==> src/rtl/pct_pkg.sv <==
package pct_pkg;
  localparam int ADDR_W = 3;
  localparam int FLAG_W = 5;

  localparam logic [ADDR_W-1:0] ADR_CTRL   = 3'd0;
  localparam logic [ADDR_W-1:0] ADR_PSC    = 3'd1;
  localparam logic [ADDR_W-1:0] ADR_RELOAD = 3'd2;
  localparam logic [ADDR_W-1:0] ADR_CHAN   = 3'd3;
  localparam logic [ADDR_W-1:0] ADR_SLAVE  = 3'd4;
  localparam logic [ADDR_W-1:0] ADR_IRQEN  = 3'd5;
  localparam logic [ADDR_W-1:0] ADR_STATUS = 3'd6;
  localparam logic [ADDR_W-1:0] ADR_CMD    = 3'd7;

  localparam logic [1:0] MAP_DIRECT = 2'b01;
  localparam logic [1:0] MAP_CROSS  = 2'b10;
  localparam logic [2:0] TS_PIN1    = 3'b101;
  localparam logic [2:0] TS_PIN2    = 3'b110;
  localparam logic [3:0] SMS_RESET  = 4'b0100;

  localparam int F_UPD  = 0;
  localparam int F_CC1  = 1;
  localparam int F_CC2  = 2;
  localparam int F_OVR1 = 3;
  localparam int F_OVR2 = 4;

  typedef struct packed {
    logic clrCnt;
    logic capA;
    logic capB;
  } dpStrobe_t;
endpackage

==> src/rtl/pct_sync.sv <==
module pct_sync #(
  parameter int WIDTH  = 2,
  parameter int STAGES = 2
) (
  input  logic             clk,
  input  logic             rstN,
  input  logic [WIDTH-1:0] din,
  output logic [WIDTH-1:0] dout
);
  logic [WIDTH-1:0] stg [STAGES];

  for (genvar s = 0; s < STAGES; s++) begin : gStage
    if (s == 0) begin : gFirst
      always_ff @(posedge clk or negedge rstN)
        if (!rstN) stg[s] <= '0;
        else       stg[s] <= din;
    end else begin : gNext
      always_ff @(posedge clk or negedge rstN)
        if (!rstN) stg[s] <= '0;
        else       stg[s] <= stg[s-1];
    end
  end

  assign dout = stg[STAGES-1];
endmodule

==> src/rtl/pct_ctrl.sv <==
module pct_ctrl
  import pct_pkg::*;
#(
  parameter int CNT_W       = 16,
  parameter int SYNC_STAGES = 2
) (
  input  logic              clk,
  input  logic              rstN,
  input  logic              wrEn,
  input  logic [ADDR_W-1:0] wrAddr,
  input  logic [CNT_W-1:0]  wrData,
  input  logic              sigIn,
  input  logic              sigAux,
  input  logic              ovf,
  output logic              runEn,
  output logic [CNT_W-1:0]  pscVal,
  output logic [CNT_W-1:0]  reloadVal,
  output dpStrobe_t         strobe,
  output logic [FLAG_W-1:0] flags,
  output logic              irq
);
  localparam int NPIN = 2;

  logic [NPIN-1:0] pinSync, pinPrev, pinRise, pinFall;
  logic            urs, polA, polB;
  logic [1:0]      mapA, mapB;
  logic [2:0]      trigSel;
  logic [3:0]      slaveMode;
  logic [2:0]      irqEn;
  logic            ugCmd, trigEdge, trigClr, edgeA, edgeB;
  logic [FLAG_W-1:0] setVec, keepVec;

  pct_sync #(.WIDTH(NPIN), .STAGES(SYNC_STAGES)) uSync (
    .clk (clk),
    .rstN(rstN),
    .din ({sigAux, sigIn}),
    .dout(pinSync)
  );

  always_ff @(posedge clk or negedge rstN)
    if (!rstN) pinPrev <= '0;
    else       pinPrev <= pinSync;

  assign pinRise = pinSync & ~pinPrev;
  assign pinFall = ~pinSync & pinPrev;

  // register write port
  always_ff @(posedge clk or negedge rstN) begin
    if (!rstN) begin
      runEn     <= 1'b0;
      urs       <= 1'b0;
      pscVal    <= '0;
      reloadVal <= '1;
      mapA      <= 2'b00;
      polA      <= 1'b0;
      mapB      <= 2'b00;
      polB      <= 1'b0;
      trigSel   <= 3'b000;
      slaveMode <= 4'b0000;
      irqEn     <= 3'b000;
    end else if (wrEn) begin
      case (wrAddr)
        ADR_CTRL:   {urs, runEn} <= wrData[1:0];
        ADR_PSC:    pscVal <= wrData;
        ADR_RELOAD: reloadVal <= wrData;
        ADR_CHAN:   {polB, mapB, polA, mapA} <= wrData[5:0];
        ADR_SLAVE:  {slaveMode, trigSel} <= wrData[6:0];
        ADR_IRQEN:  irqEn <= wrData[2:0];
        default: ;
      endcase
    end
  end

  assign ugCmd = wrEn && (wrAddr == ADR_CMD) && wrData[0];

  // channel edge selection
  always_comb begin
    case (mapA)
      MAP_DIRECT: edgeA = polA ? pinFall[0] : pinRise[0];
      MAP_CROSS:  edgeA = polA ? pinFall[1] : pinRise[1];
      default:    edgeA = 1'b0;
    endcase
    case (mapB)
      MAP_DIRECT: edgeB = polB ? pinFall[1] : pinRise[1];
      MAP_CROSS:  edgeB = polB ? pinFall[0] : pinRise[0];
      default:    edgeB = 1'b0;
    endcase
    case (trigSel)
      TS_PIN1: trigEdge = polA ? pinFall[0] : pinRise[0];
      TS_PIN2: trigEdge = polB ? pinFall[1] : pinRise[1];
      default: trigEdge = 1'b0;
    endcase
  end

  assign trigClr       = (slaveMode == SMS_RESET) && trigEdge;
  assign strobe.clrCnt = trigClr || ugCmd;
  assign strobe.capA   = edgeA;
  assign strobe.capB   = edgeB;

  // status flags
  always_comb begin
    setVec         = '0;
    setVec[F_UPD]  = ovf || (!urs && strobe.clrCnt);
    setVec[F_CC1]  = edgeA;
    setVec[F_CC2]  = edgeB;
    setVec[F_OVR1] = edgeA && flags[F_CC1];
    setVec[F_OVR2] = edgeB && flags[F_CC2];
    keepVec = (wrEn && wrAddr == ADR_STATUS) ? wrData[FLAG_W-1:0] : '1;
  end

  always_ff @(posedge clk or negedge rstN)
    if (!rstN) flags <= '0;
    else       flags <= (flags & keepVec) | setVec;

  assign irq = |(flags[F_CC2:F_UPD] & irqEn);

  AST_OVF_SETS_UPD: assert property (@(posedge clk) disable iff (!rstN)
    ovf |=> flags[F_UPD]);
  AST_URS_ONLY_WRAP: assert property (@(posedge clk) disable iff (!rstN)
    (urs && !ovf && !flags[F_UPD]) |=> !flags[F_UPD]);
  AST_OVERCAPTURE_A: assert property (@(posedge clk) disable iff (!rstN)
    (strobe.capA && flags[F_CC1]) |=> flags[F_OVR1]);
  AST_CAPTURE_SETS_B: assert property (@(posedge clk) disable iff (!rstN)
    strobe.capB |=> flags[F_CC2]);
endmodule

==> src/rtl/pct_datapath.sv <==
module pct_datapath
  import pct_pkg::*;
#(
  parameter int CNT_W = 16
) (
  input  logic             clk,
  input  logic             rstN,
  input  logic             runEn,
  input  logic [CNT_W-1:0] pscVal,
  input  logic [CNT_W-1:0] reloadVal,
  input  dpStrobe_t        strobe,
  output logic [CNT_W-1:0] cnt,
  output logic [CNT_W-1:0] capAVal,
  output logic [CNT_W-1:0] capBVal,
  output logic             ovf
);
  logic [CNT_W-1:0] pscCnt;
  logic             advance;

  assign advance = runEn && (pscCnt >= pscVal);
  assign ovf     = advance && (cnt >= reloadVal) && !strobe.clrCnt;

  always_ff @(posedge clk or negedge rstN) begin
    if (!rstN) begin
      cnt    <= '0;
      pscCnt <= '0;
    end else if (strobe.clrCnt) begin
      cnt    <= '0;
      pscCnt <= '0;
    end else if (runEn) begin
      if (advance) begin
        pscCnt <= '0;
        cnt    <= (cnt >= reloadVal) ? '0 : cnt + 1'b1;
      end else begin
        pscCnt <= pscCnt + 1'b1;
      end
    end
  end

  always_ff @(posedge clk or negedge rstN) begin
    if (!rstN) begin
      capAVal <= '0;
      capBVal <= '0;
    end else begin
      if (strobe.capA) capAVal <= cnt;
      if (strobe.capB) capBVal <= cnt;
    end
  end

  AST_CLEAR_TO_ZERO: assert property (@(posedge clk) disable iff (!rstN)
    strobe.clrCnt |=> (cnt == '0));
  AST_HOLD_STOPPED: assert property (@(posedge clk) disable iff (!rstN)
    (!runEn && !strobe.clrCnt) |=> $stable(cnt));
  AST_WRAP_ZERO: assert property (@(posedge clk) disable iff (!rstN)
    ovf |=> (cnt == '0));
  AST_CAPTURE_PRECLEAR: assert property (@(posedge clk) disable iff (!rstN)
    strobe.capA |=> (capAVal == $past(cnt)));
endmodule

==> src/rtl/pwm_capture_timer.sv <==
module pwm_capture_timer
  import pct_pkg::*;
#(
  parameter int CNT_W       = 16,
  parameter int SYNC_STAGES = 2
) (
  input  logic              clk,
  input  logic              rstN,
  input  logic              wrEn,
  input  logic [ADDR_W-1:0] wrAddr,
  input  logic [CNT_W-1:0]  wrData,
  input  logic              sigIn,
  input  logic              sigAux,
  output logic [CNT_W-1:0]  count,
  output logic [CNT_W-1:0]  capA,
  output logic [CNT_W-1:0]  capB,
  output logic [FLAG_W-1:0] flags,
  output logic              irq
);
  dpStrobe_t        strobe;
  logic             runEn, ovf;
  logic [CNT_W-1:0] pscVal, reloadVal;

  pct_ctrl #(.CNT_W(CNT_W), .SYNC_STAGES(SYNC_STAGES)) uCtrl (
    .clk      (clk),
    .rstN     (rstN),
    .wrEn     (wrEn),
    .wrAddr   (wrAddr),
    .wrData   (wrData),
    .sigIn    (sigIn),
    .sigAux   (sigAux),
    .ovf      (ovf),
    .runEn    (runEn),
    .pscVal   (pscVal),
    .reloadVal(reloadVal),
    .strobe   (strobe),
    .flags    (flags),
    .irq      (irq)
  );

  pct_datapath #(.CNT_W(CNT_W)) uData (
    .clk      (clk),
    .rstN     (rstN),
    .runEn    (runEn),
    .pscVal   (pscVal),
    .reloadVal(reloadVal),
    .strobe   (strobe),
    .cnt      (count),
    .capAVal  (capA),
    .capBVal  (capB),
    .ovf      (ovf)
  );
endmodule

==> config.mk <==
export PLATFORM = sky130hd
export DESIGN_NAME = pwm_capture_timer
export DESIGN_NICKNAME = d
export VERILOG_FILES = /design/src/rtl/pct_pkg.sv /design/src/rtl/pct_sync.sv /design/src/rtl/pct_ctrl.sv /design/src/rtl/pct_datapath.sv /design/src/rtl/pwm_capture_timer.sv
export SDC_FILE = /design/constraint.sdc
export NUM_CORES = 1
export LEC_CHECK = 0
export BUFFER_PORTS_ARGS = -buffer_cell sky130_fd_sc_hd__buf_4
export CAP_MARGIN = 40
export CELL_PAD_IN_SITES_DETAIL_PLACEMENT = 1
export CELL_PAD_IN_SITES_GLOBAL_PLACEMENT = 2
export CORE_MARGIN = 2
export CORE_UTILIZATION = 42
export DETAILED_ROUTE_END_ITERATION = 7
export PLACE_DENSITY_LB_ADDON = 0.08
export SLEW_MARGIN = 20
export SYNTH_ARGS = -nofsm -noshare
export SYNTH_HDL_FRONTEND = slang
export SYNTH_HIERARCHICAL = 1
export SYNTH_SLANG_ARGS = --single-unit
==> constraint.sdc <==
create_clock -name clk -period 6.2 [get_ports clk]
set_clock_uncertainty 0.05 [all_clocks]
set_input_delay 0.62 -clock clk [delete_from_list [all_inputs] [get_ports clk]]
set_output_delay 0.62 -clock clk [all_outputs]
set_load 0.01 [all_outputs]
==> results of run 1 <==
-- metal layers --
layer	global-route usage [%]	part of all wire, %	vias up	routed length, um
li1	-	-	2142	-
met1	28.6	47	2350	7340
met2	34.8	48	87	7650
met3	4.13	3.3	22	520
met4	7.76	1.7	0	274
met5	0	0	-	0
-- cells by family (layout without fill, tap and decap cells) --
group / Yosys count / count (layout) / share of synthesized area (%)
simple gates: 142 / 142 / 12.6
flops: 125 / 125 / 50.1
buf+inv: 76 / 171 / 5.00
fa+ha+maj: 38 / 38 / 7.57
xor+xnor: 12 / 12 / 1.67
compound gates: 81 / 81 / 8.24
mux: 83 / 83 / 14.9
-- registers in the layout, indices dropped and copies added, names as in the netlist --
name / flops
uCtrl/polB: 1
uCtrl/irqEn: 3
uCtrl/pinPrev: 2
uCtrl/flags: 5
uCtrl/reloadVal: 16
uData/capAVal: 16
uCtrl/trigSel: 3
uData/cnt: 16
uCtrl/polA: 1
uData/pscCnt: 16
uCtrl/slaveMode: 4
uCtrl/mapA: 2
uCtrl/mapB: 2
uCtrl/uSync/dout: 2
uCtrl/runEn: 1
uCtrl/pscVal: 16
uData/capBVal: 16
uCtrl/uSync/stg: 2
uCtrl/urs: 1
-- cell type report --
class	instances	area share (%)
Inverter	55	2.70
Sequential cell	125	41.2
Clock inverter	8	0.917
Clock buffer	24	6.18
Timing Repair Buffer	84	8.60
Multi-Input combinational cell	356	37.4
Tap cell	184	3.01
-- Yosys cell counts (3+ instances only) --
cell and count:
nand3_1 16, mux2_2 82, buf_2 5, o32ai_1 7, o21a_1 5, a21oi_1 27
o21ai_0 15, dfstp_2 16, nor2b_1 7, nand4b_1 4, xor2_1 9, nor2_1 22
nand2b_1 8, buf_4 4, nand4_1 11, clkbuf_1 10, and3_1 5, o22ai_1 4
ha_1 38, nand3b_1 3, nor3_1 6, inv_1 54, nor3b_1 3, or3_1 11
nand2_1 32, dfrtp_1 109, a31oi_1 3, xnor2_1 3
-- stage by stage --
| stage | area, um^2 | hold slack, ns |
|---|---|---|
| global placement | 7030 | 0.283 |
| floorplan | 6280 | 0.274 |
| detailed placement | 7070 | 0.299 |
| finish | 7640 | 0.0803 |
| global route | 7640 | 0.0903 |
| CTS | 7610 | 0.0862 |
-- cell usage in the layout (no fill, tap or decap), types with 3 or more instances in the layout --
| cell | netlist | routed |
|---|---|---|
| ha_1 | 38 | 38 |
| nand3b_1 | 3 | 3 |
| xnor2_1 | 3 | 3 |
| nor3_1 | 6 | 5 |
| clkbuf_16 | 0 | 17 |
| nand2b_1 | 8 | 8 |
| o21a_1 | 5 | 5 |
| nand4_1 | 11 | 11 |
| a31oi_1 | 3 | 3 |
| dfstp_2 | 16 | 16 |
| nor2b_1 | 7 | 7 |
| o22ai_1 | 4 | 3 |
| inv_1 | 54 | 54 |
| and3_1 | 5 | 5 |
| o32ai_1 | 7 | 7 |
| or3_1 | 11 | 11 |
| nand4b_1 | 4 | 4 |
| xor2_1 | 9 | 9 |
| nor3b_1 | 3 | 3 |
| dfrtp_1 | 109 | 109 |
| nand2_1 | 32 | 32 |
| o21ai_0 | 15 | 15 |
| buf_4 | 4 | 80 |
| mux2_2 | 82 | 82 |
| a21oi_1 | 27 | 27 |
| nor2_1 | 22 | 22 |
| clkbuf_1 | 10 | 5 |
| clkinv_2 | 0 | 5 |
| nand3_1 | 16 | 16 |
-- worst reg2reg max path: cells and delay by family, from the launching register on --
kind,cells,cell delay [ns]
AOI/OAI and AO/OA,2,1.22
adders and majority gates,1,0.26
and+or+nand+nor,4,1.13
DFF,1,0.38
buffers and inverters,1,0.07
-- path summary, 6_finish.rpt --
kind	start	slack, ns	end	depth (start not counted)
setup / recovery	uData/pscCnt[0]$_DFFE_PN0P_	3.00	uData/pscCnt[10]$_DFFE_PN0P_	8
hold / removal	rstN	0.08	uCtrl/uSync/dout[1]$_DFF_PN0_	1
setup reg to reg	uData/pscCnt[0]$_DFFE_PN0P_	3.00	uData/pscCnt[10]$_DFFE_PN0P_	8
hold reg to reg	uCtrl/uSync/stg[2]$_DFF_PN0_	0.31	uCtrl/uSync/dout[0]$_DFF_PN0_	0
max in group asynchronous	rstN	5.02	uCtrl/reloadVal[3]$_DFFE_PN1P_	3
min in group clk	sigIn	0.26	uCtrl/uSync/stg[2]$_DFF_PN0_	1
-- power by group --
part           leakage, nW  switching (mW)  internal [mW]  total [mW]
Clock                0.264           0.349          0.568       0.917
Sequential            1.57          0.0906          0.952        1.04
Combinational         1.73           0.218          0.219       0.436
==> results.yml, run 1 <==
routing:
  via_per_inst: 5.50
  drt-total-wl_um: 15800
  num_vias: 4601
  firstDrtPassIters: 5
  drt_iter0_markers: 173
  drtAntennaViolNets: 0
  wl_per_cell_um: 18.9
  drcViolationCount: 0
timing:
  period_needed_ns: 3.20
  timing.fmax_ghz: 0.313
  finalMaxSlewViolations: 0
  tns_ns: 0
  final.setup.worst_slack_ns: 3.00
  maxSlewHeadroom_pct: 46.9
  hold_violations: 0
  tightest_slew_ns: 0.793
  period_share_pct: 51.6
  setup_viol: 0
  rsz0062_at_grt: "false"
clocking:
  cts_buffers: 17
  cts_buffer_depth: 2
  cts_tree: "built"
  ctsHoldBuffers: 0
  clk_pin_slew_ns: 0.05
  numClockSinks: 125
  htree_levels: 4
  clk_latency_ns: 0.42
  cts_setup_buffers: 0
  cts-root-buf: "clkbuf_16"
  cts_resized: 0
synthesis:
  netlist_instances: 557
  synth.distinct_cells: 55
  synth-seq-cells: 125
  yosys_warnings: 6
  synth.avg_cell_area_um2: 11.3
  yosysTopAreaCell: "dfrtp_1"
  synth_enable_flop_cells: 0
  synth_fp_nets: 619
  seq_area_frac_synth_pct: 50.1
  async_reset_ff_share_pct: 100
  synth_area_leaders: "dfrtp_1 (43%), mux2_2 (15%), ha_1 (7.6%)"
  netlist_area_mm2: 0.00628
  ys.flop_type: "dfrtp_1"
  yosysTopAreaCellShare_pct: 43.4
final_layout:
  post-route-util_pct: 52.3
  drive_gt1_share_pct: 33.6
  ff_latch_area_mm2: 0.00315
  insertedDiodeCount: 0
  fin_cells: 836
  fillers: 1554
  fin_nets: 701
  area_delta_synth_final_pct: 21.5
  multi_input_area_mm2: 0.00285
worst_setup_path:
  crit_chain: "inv_1 -> ha_1 -> nand2b_1 -> a2111oi_0 -> or4b_4 -> a31o_1 -> nand2b_1 -> nor2_1"
  crit_path_end_kind: "flip-flop"
  worstSetupPathType: "reg -> reg"
  cp-start-kind: "flip-flop"
  arrival_ns: 3.48
  path_delay_family: "compound AO/OA/AOI/OAI gates"
  cpMostUsedCell: "nand2b_1"
  slowest_stage: "a31o_1"
  required_ns: 6.48
  cpPeakStageDelay_ns: 0.66
  critPathMaxFanout: 20
  crit_buf_inv: 1
run:
  maxCapViolations: 0
floorplanning:
  start_util_pct: 43.1
  die_y_um: 126
  rows: 44
  core_mm2: 0.0146
  io_pins: 78
  dieArea_mm2: 0.0160
  die_w_um: 126
grt:
  grt_pass1_vias: 5117
  track_usage_pct: 21.4
  grt_max_degree: 60
  antenna_found_initial: 0
  grt.overflow.total: 0
  grt_pass1_wl_um: 27000
run_status:
  status: "finished, final reports clean"
placement:
  placed_cells: 802
  hpwl_um: 11200
  io_buffers: 77
  place.gp.congestion: 0.777
  place_ws_ns: 2.98
pwr:
  leakage_nw: 3.56
  total_power_mw: 2.40
  ir_drop_mv: 0.181
  power_density_mw_per_mm2: 314
worst_hold_path:
  min_path_type: "in -> async"
(Power assumes the default switching activity.)
==> inputs of run 2 (changes only) <==
Settings changed: ABC_AREA from default to 1, CORE_UTILIZATION 42 to 32.
Clock period 6.2 ns to 2.9 ns, I/O delays scaled along.
==> run 2 against run 1 <==
Effect of this change:
- clock power rose by 130%
- first-iteration DRC count down 6.9%
- synthesized cell count increased by 39%
- non-clock buffer count rose by 5
- core utilization is 12 points lower
- fmax up 46%
- sequential share of layout area fell by 2.2 points
- area after synthesis grew 5.3%
- critical endpoint is now uData/pscCnt[11]$_DFFE_PN0P_
- largest cell class unchanged
==> results.yml, run 2 <==
synthesis:
  synth_area_leaders: "dfrtp_1 (41%), nand2_1 (9.1%), ha_1 (7.2%)"
  synth_most_common_cell: "nand2_1"
  async_reset_ff_share_pct: 100
  synth.avg_cell_area_um2: 8.52
  yosys_warnings: 6
  yosysTopAreaCell: "dfrtp_1"
  synth_fp_nets: 838
  seq_area_frac_synth_pct: 47.6
  synth-seq-cells: 125
  ys.flop_type: "dfrtp_1"
  synth.distinct_cells: 36
  ys_top_cells_by_count: "nand2_1 (161), dfrtp_1 (109), inv_1 (106)"
  yosysTopAreaCellShare_pct: 41.2
  netlist_area_mm2: 0.00662
  netlist_instances: 776
  synth_enable_flop_cells: 0
routing:
  drt_iter0_markers: 161
  firstDrtPassIters: 4
  drcViolationCount: 0
  drtAntennaViolNets: 0
  drt-total-wl_um: 17800
  via_per_inst: 4.68
  num_vias: 5344
  wl_per_cell_um: 15.6
final_layout:
  area_delta_synth_final_pct: 21.9
  final_cell_mix: "nand2_1 (161), dfrtp_1 (109), inv_1 (106)"
  fin_nets: 921
  fillers: 2416
  ff_latch_area_mm2: 0.00315
  final_common_cell: "nand2_1"
  insertedDiodeCount: 0
  multi_input_area_mm2: 0.00287
  drive_gt1_share_pct: 22.5
clocking:
  ctsHoldBuffers: 3
  cts-root-buf: "clkbuf_16"
  cts_setup_buffers: 0
  clk_pin_slew_ns: 0.06
  cts_resized: 0
  numClockSinks: 125
  cts_tree: "built"
  cts_buffers: 17
  clk_latency_ns: 0.42
  cts_buffer_depth: 2
  htree_levels: 4
pwr:
  ir_drop_mv: 0.363
  power_density_mw_per_mm2: 756
  leakage_nw: 4.07
worst_setup_path:
  arrival_ns: 2.47
  critPathMaxFanout: 18
  required_ns: 3.18
  crit_path_end_kind: "flip-flop"
  worstSetupPathType: "reg -> reg"
  cp-start-kind: "flip-flop"
grt:
  track_usage_pct: 17.2
  grt.overflow.total: 0
  grt_max_degree: 55
  antenna_found_initial: 0
  grt_pass1_vias: 5720
  grt_pass1_wl_um: 29400
timing:
  hold_violations: 0
  period_needed_ns: 2.19
  setup_viol: 0
  tns_ns: 0
  final.setup.worst_slack_ns: 0.708
  finalMaxSlewViolations: 0
  timing.fmax_ghz: 0.456
  rsz0062_at_grt: "false"
  maxSlewHeadroom_pct: 48.3
  period_share_pct: 75.6
  tightest_slew_ns: 0.773
floorplanning:
  dieArea_mm2: 0.0218
  rows: 52
  start_util_pct: 32.7
  die_y_um: 148
  core_mm2: 0.0202
  die_w_um: 148
  io_pins: 78
run_status:
  status: "finished, final reports clean"
placement:
  hpwl_um: 13300
  place_ws_ns: 0.676
  place.gp.congestion: 0.759
  io_buffers: 77
worst_hold_path:
  min_path_type: "in -> reg"
run:
  maxCapViolations: 0
==> run 2: path summary, 6_finish.rpt <==
check / startpoint / endpoint / slack (ns) / cells past startpoint
setup reg to reg: uData/pscCnt[7]$_DFFE_PN0P_ / uData/pscCnt[11]$_DFFE_PN0P_ / 0.71 / 12
min in group asynchronous: rstN / uCtrl/pscVal[8]$_DFFE_PN0P_ / 0.37 / 3
max in group asynchronous: rstN / uCtrl/reloadVal[7]$_DFFE_PN1P_ / 1.80 / 4
setup / recovery: uData/pscCnt[7]$_DFFE_PN0P_ / uData/pscCnt[11]$_DFFE_PN0P_ / 0.71 / 12
hold reg to reg: uCtrl/uSync/stg[2]$_DFF_PN0_ / uCtrl/uSync/dout[0]$_DFF_PN0_ / 0.31 / 0
hold / removal: wrData[1] / uCtrl/flags[1]$_DFF_PN0_ / 0.08 / 3
==> run 2: per-layer routing <==
metal  track usage, %  vias up  share of wire, %
li1                 -     2645                 -
met1             21.4     2614                45
met2             30.1       68                51
met3             3.30       17               2.2
met4             5.34        0               1.4
met5                0        -                 0
==> run 2: final cells by class <==
| class | count | area share, % |
|---|---|---|
| clock buffers | 17 | 5.27 |
| clock inverters | 15 | 2.02 |
| inverters | 111 | 5.17 |
| multi-input cells | 515 | 35.6 |
| flip-flops and latches | 125 | 39.0 |
| well taps | 270 | 4.19 |
| repair buffers | 89 | 8.78 |
==> run 2: power breakdown <==
group          total (mW)  leakage, nW  switching, mW  internal [mW]
sequential           2.46         1.55          0.285           2.18
combinational        1.51         2.24          0.821          0.688
clock                2.13        0.281          0.852           1.28
total                6.10         4.07           1.96           4.14
==> run 2: cells by family (layout without fill, tap and decap cells) <==
| family | count (synthesis) | count (layout) | share of synthesized area [%] |
|---|---|---|---|
| muxes | 4 | 4 | 0.681 |
| AOI/OAI and AO/OA | 108 | 108 | 9.99 |
| adders and majority gates | 38 | 38 | 7.19 |
| DFF | 125 | 125 | 47.6 |
| buffers and inverters | 136 | 232 | 9.06 |
| xor gates and xnor gates | 19 | 19 | 2.52 |
| and+or+nand+nor | 346 | 346 | 23.0 |
==> run 2: critical path: stages (launching register included) <==
cell and delay, ns:
dfrtp_1 0.44, ha_1 0.34, nand2_1 0.09, inv_2 0.04, nand2_2 0.06, nand2_1 0.04, nor2_1 0.12, nand2_1 0.11
nand2_2 0.11, nand2_2 0.07, nand2_4 0.21, nand2_4 0.20, nor3_1 0.20
==> run 2: metrics by stage <==
| stage | hold WS (ns) | power [mW] | area (um^2) | instances | utilization [%] |
|---|---|---|---|---|---|
| after global placement | 0.292 | 3.95 | 7420 | 1106 | 36.7 |
| after detailed placement | 0.287 | 4.03 | 7420 | 1106 | 36.7 |
| after CTS | 0.0530 | 6.23 | 8040 | 1141 | 39.7 |
| after global routing | 0.0803 | 6.52 | 8070 | 1142 | 39.9 |
| final | 0.0767 | 6.10 | 8070 | 1142 | 39.9 |
| after floorplan | -0.0556 | 3.28 | 6620 | 776 | - |
